[config.mk]
export PLATFORM = sky130hd
export DESIGN_NAME = crtc_regbank
export DESIGN_NICKNAME = d
export VERILOG_FILES = /design/src/rtl/crtc_pkg.sv /design/src/rtl/crtc_port_decode.sv /design/src/rtl/crtc_lpen_latch.sv /design/src/rtl/crtc_reg_store.sv /design/src/rtl/crtc_regbank.sv
export SDC_FILE = /design/constraint.sdc
export NUM_CORES = 1
export LEC_CHECK = 0
export ABC_CLOCK_PERIOD_IN_PS = 5560
export BUFFER_PORTS_ARGS = -buffer_cell sky130_fd_sc_hd__buf_2
export CORE_MARGIN = 2
export CORE_UTILIZATION = 59
export CTS_CLUSTER_SIZE = 8
export DETAILED_ROUTE_END_ITERATION = 8
export PLACE_DENSITY = 0.91
export SETUP_SLACK_MARGIN = 0.1
export SLEW_MARGIN = 10
export SYNTH_ARGS = -nofsm -noshare
export SYNTH_HDL_FRONTEND = slang
export SYNTH_SLANG_ARGS = --single-unit
[constraint.sdc]
create_clock -name clk -period 5.56 [get_ports clk]
set_input_delay 0.556 -clock clk [delete_from_list [all_inputs] [get_ports clk]]
set_output_delay 0.556 -clock clk [all_outputs]
set_load 0.02 [all_outputs]
[src/rtl/crtc_pkg.sv]
package crtc_pkg;
   localparam int NREG = 16;
   localparam logic [7:0] IX_SYNCW  = 8'h03;
   localparam logic [7:0] IX_ROWH   = 8'h09;
   localparam logic [7:0] IX_CSHAPE = 8'h0A;
   localparam logic [7:0] IX_HOLE   = 8'h08;
   localparam logic [7:0] IX_LP_HI  = 8'h10;
   localparam logic [7:0] IX_LP_LO  = 8'h11;

   // bits kept by each register; ra_w sets the width of the high address halves
   function automatic logic [7:0] keep_mask(input int i, input bit ext, input int ra_w);
      logic [7:0] hi;
      hi = 8'((1 << (ra_w - 8)) - 1);
      case (i)
         3:       keep_mask = ext ? 8'hFF : 8'h0F;
         8:       keep_mask = 8'h00;
         9:       keep_mask = 8'h1F;
         10:      keep_mask = 8'h3F;
         11:      keep_mask = 8'h1F;
         12, 16:  keep_mask = hi;
         default: keep_mask = 8'hFF;
      endcase
   endfunction

   function automatic bit is_geom(input logic [7:0] i);
      is_geom = (i == 8'd0) || (i == 8'd1) || (i == 8'd4) ||
                (i == 8'd5) || (i == 8'd6) || (i == 8'd9);
   endfunction
endpackage

[src/rtl/crtc_port_decode.sv]
module crtc_port_decode #(
   parameter int ADDR_W   = 4,
   parameter int MIRRORS  = 4,
   parameter int CLR_PORT = 11,
   parameter int SET_PORT = 12
) (
   input  logic [ADDR_W-1:0] addr,
   input  logic              wr,
   output logic              idx_sel,
   output logic              dat_sel,
   output logic              idx_wr,
   output logic              dat_wr,
   output logic              clr_stb,
   output logic              set_stb
);
   localparam logic [ADDR_W-1:0] PAIR_END = ADDR_W'(2 * MIRRORS);
   localparam logic [ADDR_W-1:0] CLR_A    = ADDR_W'(CLR_PORT);
   localparam logic [ADDR_W-1:0] SET_A    = ADDR_W'(SET_PORT);

   initial begin : elab_chk
      if (2 * MIRRORS > (1 << ADDR_W) || CLR_PORT < 2 * MIRRORS ||
          SET_PORT < 2 * MIRRORS || CLR_PORT == SET_PORT ||
          CLR_PORT >= (1 << ADDR_W) || SET_PORT >= (1 << ADDR_W))
         $error("crtc_port_decode: port layout overlaps or exceeds window");
   end

   logic in_pairs;
   assign in_pairs = (addr < PAIR_END);
   assign idx_sel  = in_pairs && !addr[0];
   assign dat_sel  = in_pairs &&  addr[0];
   assign idx_wr   = wr && idx_sel;
   assign dat_wr   = wr && dat_sel;
   assign clr_stb  = wr && (addr == CLR_A);
   assign set_stb  = wr && (addr == SET_A);
endmodule

[src/rtl/crtc_lpen_latch.sv]
module crtc_lpen_latch #(
   parameter int RA_W = 14
) (
   input  logic            clk,
   input  logic            rst_n,
   input  logic            clr_stb,
   input  logic            set_stb,
   input  logic [RA_W-1:0] cur_addr,
   input  logic            hi_wr,
   input  logic            lo_wr,
   input  logic [7:0]      wdata,
   output logic [RA_W-1:0] lp_q,
   output logic            hit_q
);
   localparam int HI_W = RA_W - 8;

   initial begin : elab_chk
      if (RA_W < 9 || RA_W > 16) $error("crtc_lpen_latch: RA_W must be 9..16");
   end

   always_ff @(posedge clk) begin
      if (!rst_n) begin
         lp_q  <= '0;
         hit_q <= 1'b0;
      end else begin
         if (clr_stb) hit_q <= 1'b0;
         if (set_stb && !hit_q) begin
            lp_q  <= cur_addr;
            hit_q <= 1'b1;
         end
         if (hi_wr) lp_q[RA_W-1:8] <= wdata[HI_W-1:0];
         if (lo_wr) lp_q[7:0]      <= wdata;
      end
   end
endmodule

[src/rtl/crtc_reg_store.sv]
module crtc_reg_store
   import crtc_pkg::*;
#(
   parameter bit EXTENDED = 1'b0,
   parameter int RA_W     = 14
) (
   input  logic                      clk,
   input  logic                      rst_n,
   input  logic                      idx_sel,
   input  logic                      dat_sel,
   input  logic                      idx_wr,
   input  logic                      dat_wr,
   input  logic [7:0]                wdata,
   input  logic [RA_W-1:0]           lpen_val,
   output logic [NREG-1:0][7:0]      regs_q,
   output logic [7:0]                idx_q,
   output logic                      cur_en_q,
   output logic                      chg_q,
   output logic [7:0]                rd_data
);
   localparam logic [7:0] NREG_B = 8'(NREG);

   logic       in_bank;
   logic [7:0] new_val;
   assign in_bank = (idx_q < NREG_B);
   assign new_val = wdata & keep_mask(int'(idx_q), EXTENDED, RA_W);

   always_ff @(posedge clk) begin
      if (!rst_n)      idx_q <= '0;
      else if (idx_wr) idx_q <= wdata;
   end

   for (genvar g = 0; g < NREG; g++) begin : g_reg
      localparam logic [7:0] KEEP = keep_mask(g, EXTENDED, RA_W);
      always_ff @(posedge clk) begin
         if (!rst_n)                           regs_q[g] <= '0;
         else if (dat_wr && idx_q == 8'(g))    regs_q[g] <= wdata & KEEP;
      end
   end

   always_ff @(posedge clk) begin
      if (!rst_n) begin
         cur_en_q <= 1'b1;
         chg_q    <= 1'b0;
      end else begin
         if (dat_wr && idx_q == IX_CSHAPE) cur_en_q <= (wdata[6:5] != 2'b01);
         chg_q <= dat_wr && in_bank && is_geom(idx_q) &&
                  (new_val != regs_q[idx_q[3:0]]);
      end
   end

   always_comb begin
      rd_data = 8'hFF;
      if (idx_sel) rd_data = idx_q;
      else if (dat_sel) begin
         if (in_bank && idx_q != IX_HOLE) rd_data = regs_q[idx_q[3:0]];
         else if (idx_q == IX_LP_HI)      rd_data = 8'(lpen_val >> 8);
         else if (idx_q == IX_LP_LO)      rd_data = lpen_val[7:0];
      end
   end
endmodule

[src/rtl/crtc_regbank.sv]
module crtc_regbank
   import crtc_pkg::*;
#(
   parameter int ADDR_W   = 4,
   parameter int MIRRORS  = 4,
   parameter int CLR_PORT = 11,
   parameter int SET_PORT = 12,
   parameter bit EXTENDED = 1'b0,
   parameter int RA_W     = 14
) (
   input  logic              clk,
   input  logic              rst_n,
   input  logic [ADDR_W-1:0] bus_addr,
   input  logic [7:0]        bus_wdata,
   input  logic              bus_wr,
   input  logic [RA_W-1:0]   cur_addr,
   output logic [7:0]        rd_data,
   output logic [7:0]        h_total,
   output logic [7:0]        h_disp,
   output logic [7:0]        h_sync_pos,
   output logic [3:0]        h_sync_wid,
   output logic [7:0]        v_total,
   output logic [7:0]        v_adjust,
   output logic [7:0]        v_rows,
   output logic [7:0]        v_sync_pos,
   output logic [4:0]        v_sync_wid,
   output logic [4:0]        max_scan,
   output logic [4:0]        cur_start_line,
   output logic [4:0]        cur_end_line,
   output logic              cur_enable,
   output logic [15:0]       cur_loc,
   output logic [RA_W-1:0]   start_addr,
   output logic [RA_W-1:0]   lpen_addr,
   output logic              lpen_hit,
   output logic              geom_chg
);
   localparam int HI_W = RA_W - 8;

   logic idx_sel, dat_sel, idx_wr, dat_wr, clr_stb, set_stb;
   logic [NREG-1:0][7:0] regs;
   logic [7:0] sel_idx;

   crtc_port_decode #(
      .ADDR_W(ADDR_W), .MIRRORS(MIRRORS), .CLR_PORT(CLR_PORT), .SET_PORT(SET_PORT)
   ) u_dec (
      .addr(bus_addr), .wr(bus_wr), .idx_sel(idx_sel), .dat_sel(dat_sel),
      .idx_wr(idx_wr), .dat_wr(dat_wr), .clr_stb(clr_stb), .set_stb(set_stb)
   );

   crtc_reg_store #(.EXTENDED(EXTENDED), .RA_W(RA_W)) u_store (
      .clk(clk), .rst_n(rst_n), .idx_sel(idx_sel), .dat_sel(dat_sel),
      .idx_wr(idx_wr), .dat_wr(dat_wr), .wdata(bus_wdata), .lpen_val(lpen_addr),
      .regs_q(regs), .idx_q(sel_idx), .cur_en_q(cur_enable), .chg_q(geom_chg),
      .rd_data(rd_data)
   );

   crtc_lpen_latch #(.RA_W(RA_W)) u_lpen (
      .clk(clk), .rst_n(rst_n), .clr_stb(clr_stb), .set_stb(set_stb),
      .cur_addr(cur_addr),
      .hi_wr(dat_wr && sel_idx == IX_LP_HI),
      .lo_wr(dat_wr && sel_idx == IX_LP_LO),
      .wdata(bus_wdata), .lp_q(lpen_addr), .hit_q(lpen_hit)
   );

   assign h_total        = regs[0];
   assign h_disp         = regs[1];
   assign h_sync_pos     = regs[2];
   assign h_sync_wid     = regs[3][3:0];
   assign v_total        = regs[4];
   assign v_adjust       = regs[5];
   assign v_rows         = regs[6];
   assign v_sync_pos     = regs[7];
   assign max_scan       = regs[9][4:0];
   assign cur_start_line = regs[10][4:0];
   assign cur_end_line   = regs[11][4:0];
   assign start_addr     = {regs[12][HI_W-1:0], regs[13]};
   assign cur_loc        = {regs[14], regs[15]};

   if (EXTENDED) begin : g_vsw_prog
      assign v_sync_wid = {1'b0, regs[3][7:4]};
   end else begin : g_vsw_fixed
      assign v_sync_wid = 5'd16;
   end
endmodule

**After elaboration in Yosys (flattened, before gate mapping)**

Index checks and enable logic that the tools add are counted.

- Magnitude comparators: 3
- Equality and inequality tests: 22
- Mux-type cells: 13
- Bitwise logic cells: 1
- Reduce and logical (&&, ||, !) cells: 41

Operator list:

| cell | count |
|---|---|
| 8-bit by 4-bit equality test with 1-bit output (second input constant) | 8 |
| 8-bit two-way mux | 7 |
| 8-bit binary-select mux with 4-bit select | 1 |
| 8-bit by 3-bit equality test with 1-bit output (second input constant) | 4 |
| 8-bit one-hot mux with 4 select lines | 1 |
| 1-bit logical AND | 28 |
| 8-bit by 2-bit equality test with 1-bit output (second input constant) | 2 |
| 8-bit by 5-bit equality test with 1-bit output (second input constant) | 2 |
| 14-bit two-way mux | 1 |
| 8-bit AND | 1 |
| 4-bit equality test (second input constant) | 2 |
| 8-bit by 1-bit equality test with 1-bit output (second input constant) | 1 |
| 8-bit logical NOT | 1 |
| 8-bit by 5-bit < comparator with 1-bit output (second input constant) | 1 |
| 8-bit by 4-bit inequality test with 1-bit output (second input constant) | 1 |
| 8-bit inequality test | 1 |
| 6-bit two-way mux | 1 |
| 2-bit nonzero test | 3 |
| 1-bit logical OR | 5 |
| 4-bit by 5-bit < comparator with 1-bit output (second input constant) | 1 |
| 4-bit < comparator (second input constant) | 1 |
| 3-bit OR reduction | 1 |
| 1-bit logical NOT | 2 |
| 1-bit two-way mux | 2 |
| 2 further kinds | 2 |

- Bits in registers: 131
- Input port bits: 29
- Output and inout bits: 135
- Logic and storage cells: 101

**Depth between registers and ports, before layout**

- Depth in word-level cells: 8
- Gate-level depth with buffers: 10
- Depth with buffers taken out: 7

**Modules after synthesis**

A second synthesis with hierarchy kept.

- Cell total of the unflattened synthesis: 740
- Area total of the unflattened synthesis: 6990.5 µm²

By module, submodules not included:

| module | times used | cells an instance | area each (µm²) |
|---|---|---|---|
| crtc_reg_store | 1 | 651 | 6190.9 |
| crtc_lpen_latch | 1 | 67 | 653.1 |
| crtc_regbank | 1 | 12 | 78.8 |
| crtc_port_decode | 1 | 10 | 67.6 |

**Worst setup path before layout**

No wires, ideal clock.

- Path kind: register -> output
- From: register u_store.idx_q[0]
- To: output rd_data[6]
- Arrival time: 2.035 ns
- Slack: 2.969 ns
- Cell stages (with the launch flop): 8
- Path through: dfxtp_1 -> buf_2 -> mux4_2 -> or2_0 -> a32o_1 -> o221ai_1 -> nor2_1 -> a211o_1

- Longest elaborated chain between the ends: 6
- Elaborated cells between the ends (all ways): 12

Ends and longest elaborated chain:

| what | line | text |
|---|---|---|
| start: declaration | crtc_reg_store.sv:16 | `output logic [7:0] idx_q,` |
| start signal: assignment | crtc_reg_store.sv:30 | `else if (idx_wr) idx_q <= wdata;` |
| branches (longest 3 deep; another with 8-bit by 5-bit < comparator with 1-bit output) | -- |  |
| 8-bit two-way mux (*) | crtc_reg_store.sv:56 | `if (in_bank && idx_q != IX_HOLE) rd_data = regs_q[idx_q[3:0]];` |
| 8-bit two-way mux (*) | crtc_reg_store.sv:55 | `else if (dat_sel) begin` |
| 8-bit two-way mux (*) | crtc_reg_store.sv:54 | `if (idx_sel) rd_data = idx_q;` |
| end: declaration | crtc_regbank.sv:17 | `output logic [7:0] rd_data,` |

Every way passes the cells marked *. The select of a mux whose other input is x is not followed.

**Worst setup path after layout**

- From: register u_store.idx_q[1]
- To: output rd_data[4]

The elaborated chain is that of the path after synthesis.

==> impl_metrics.ini <==
[cts]
clock-root-buffer = clkbuf_16
path_clk_slew_ps = 60
cts_tree = built
clkLatencyLatePin_ps = 420
h-tree-depth = 4
clock_sinks = 131
cts_buffer_depth = 2
cts_hold_buf = 0
numCtsBuffers = 17
post_cts.repair.setup_buffers = 0
cts_resized = 0

[die]
ioPinCount = 164
dieArea_sq_um = 13600
die_w_um = 117
start_util = 0.600
coreArea_sq_um = 12500
num_rows = 41
die_h_um = 117

[placement]
gp_congestion = 0.939
portBuffers = 158
post_dp_cell_area_sq_um = 7440
dpl.cell_count = 973
hpwlAfterDp_um = 14600

[worst_setup_path]
cp_slowest_cell = dfxtp_2
crit_chain = and2b_1 > a221oi_2 > nor2_1 > a222oi_1 > a21oi_1 > a211o_1 > buf_2
r2r_start = u_store.idx_q[1]
critPathTopFamily = compound AO/OA/AOI/OAI gates
crit_cells = 7
r2r_setup_slack_ps = 2070
crit_path_start = u_store.idx_q[1]
required_ps = 5000
cp_max_fo = 45
rr_worst_depth = 5
criticalPathCategory = reg2out
r2r_end = u_store.regs_q[117]
end_kind = output port
slowest_delay_ps = 1070
cp.buffers_inverters = 1
critical_path_arrival_ps = 3380
critPathLaunchType = register

[cells_and_area]
areaGrowthSynthToFinish_pct = 7.46
multiInputGateArea_sq_um = 3750
register_area_sq_um = 2620
drive_gt1_frac = 0.276
final_nets = 849
fin_cells = 1005
n_antenna_cell = 0
postLayoutCellArea_sq_um = 8070
n_fill_cell = 1025
utilization = 0.645

[yosys]
synth_warnings = 0
yosysUniqueCellTypes = 70
seq_area_frac_synth = 0.349
synth.avg_cell_area_sq_um = 9.28
synth_area_leader_cell = dfxtp_1
yosys_register_bits = 131
synth_top_flop_cell = dfxtp_1
netlist_instances = 809
synthesis.area_sq_um = 7510
synthArstFlopShare = 0
synth_top_area_frac = 0.349
synth_edf_count = 0
synth_area_leaders = dfxtp_1, mux2i_1, buf_4

[timing]
slew_violations = 0
max_freq_ghz = 0.254
fin_tns_setup_ps = 0
worst-slew-pin-transition_ps = 1120
rsz0062_at_grt = false
maxSlewHeadroom = 0.254
clock_skew_ps = 6.20
finalSetupViolCount = 0
period_minus_slack_ps = 3940
finalCritPeriodShare = 0.708
finalHoldViolCount = 0

[pwr]
ir_drop_mv = 0.191
p_leak_nw = 3.65
powerDensity_nw_per_um2 = 290

[flow_run]
max-cap-violations = 0

[grt]
grt_pass1_vias = 5752
grt_pass1_wl_um = 31900
antenna_found_initial = 0
grt_usage = 0.312
grt_max_degree = 99
overflow = 0

[worst_hold_path]
min_to = u_lpen.lp_q[7]
min-delay-start = cur_addr[7]
min_path_type = in2reg
hold_path_depth = 4

[route]
ant_nets = 0
wl_per_cell_um = 21.3
wl_um = 21400
vias_per_cell = 6.02
drt_iter0_drc = 847
remaining_drc_errors = 0
dr.pass1.iters = 7
num_vias = 6054

[status]
status = finished clean
worst reg2reg max path, cell delays in order (launching register included):
cell	delay [ps]
dfxtp_2	1070
nor2b_1	740
nand2_1	520
nor2_2	680
mux2i_1	290
nor2b_1	80
stage by stage:
step	setup slack, ps	hold slack, ps	power, mW
after floorplan	2970	467	1.11
after global placement	2150	489	1.15
after detailed placement	2140	497	1.15
after CTS	1680	479	2.34
after global routing	1390	500	2.40
final	1620	490	2.34
flip-flops by register name (all words and copies together) (netlist names):
signal / count
u_store.cur_en_q: 1
u_store.chg_q: 1
u_lpen.hit_q: 1
u_store.idx_q: 8
u_lpen.lp_q: 14
u_store.regs_q: 106
power by group:
part / internal (mW) / switching [mW]
Clock: 0.772 / 0.428
Combinational: 0.0664 / 0.113
Sequential: 0.946 / 0.0122
Total: 1.78 / 0.554
layout make-up:
| type | count | share of cell area |
|---|---|---|
| multi-input combinational | 502 | 0.465 |
| clock inverter | 13 | 0.0226 |
| tap | 172 | 0.0267 |
| timing repair buffer | 162 | 0.102 |
| clock buffer | 19 | 0.0561 |
| inverter | 6 | 0.00279 |
| sequential | 131 | 0.325 |
logic make-up after synthesis:
family | Yosys count | share of synthesized area
AO/OA/AOI/OAI | 159 | 0.152
XOR/XNOR | 4 | 0.00467
buffers and inverters | 179 | 0.153
flip-flops | 131 | 0.349
multiplexers | 123 | 0.192
other | 2 | 0.00100
AND/OR/NAND/NOR | 211 | 0.149
how the worst max path moves through the flow:
stage                 end  slack, ps
2_1_floorplan  rd_data[6]       2970
5_1_grt        rd_data[7]       1390
3_5_place_dp   rd_data[4]       2140
3_3_place_gp   rd_data[0]       2150
4_1_cts        rd_data[4]       1680
6_report       rd_data[4]       1620
cell usage after synthesis (2+ instances only):
library cell,count
nor2_4,2
buf_2,12
nand2_1,66
buf_6,2
o22ai_1,4
a21oi_1,20
nor2_1,21
a211oi_1,4
o21ai_0,40
o221ai_1,6
mux2_4,2
nor2_2,2
a31oi_1,2
nor2b_1,85
a221oi_1,6
or2_2,2
a211o_1,7
dfxtp_1,131
a21boi_0,34
and2b_1,2
or4_1,2
mux4_2,13
buf_4,114
o211a_1,15
and3_1,3
a221oi_2,2
mux2i_1,99
nand3_1,8
a22o_1,2
conb_1,2
mux4_1,2
mux2_2,7
clkbuf_1,43
inv_1,4
nand2b_1,2
nor3_1,5
xor2_1,3
cell usage in the layout (no fill, tap or decap), types with 5 or more instances in the layout:
| cell type | netlist | layout |
|---|---|---|
| mux4_2 | 13 | 13 |
| nor2_1 | 21 | 21 |
| a211o_1 | 7 | 7 |
| o221ai_1 | 6 | 6 |
| nor3_1 | 5 | 5 |
| mux2_2 | 7 | 7 |
| o211a_1 | 15 | 15 |
| a21oi_1 | 20 | 20 |
| nor2b_1 | 85 | 85 |
| o21ai_0 | 40 | 40 |
| mux2i_1 | 99 | 99 |
| a21boi_0 | 34 | 34 |
| a221oi_1 | 6 | 6 |
| nand2_1 | 66 | 66 |
| buf_2 | 12 | 158 |
| conb_1 | 2 | 5 |
| dfxtp_1 | 131 | 130 |
| nand3_1 | 8 | 8 |
| clkbuf_16 | 0 | 17 |
per-layer routing:
layer | wire length [um] | global-route usage | vias to the layer above
met4 | 1000 | 0.164 | 0
met1 | 8380 | 0.390 | 2846
met3 | 2010 | 0.0700 | 78
met2 | 10100 | 0.505 | 403
li1 | - | - | 2727
met5 | 0 | 0 | -
Note: power is estimated with default switching activity, not from simulation.
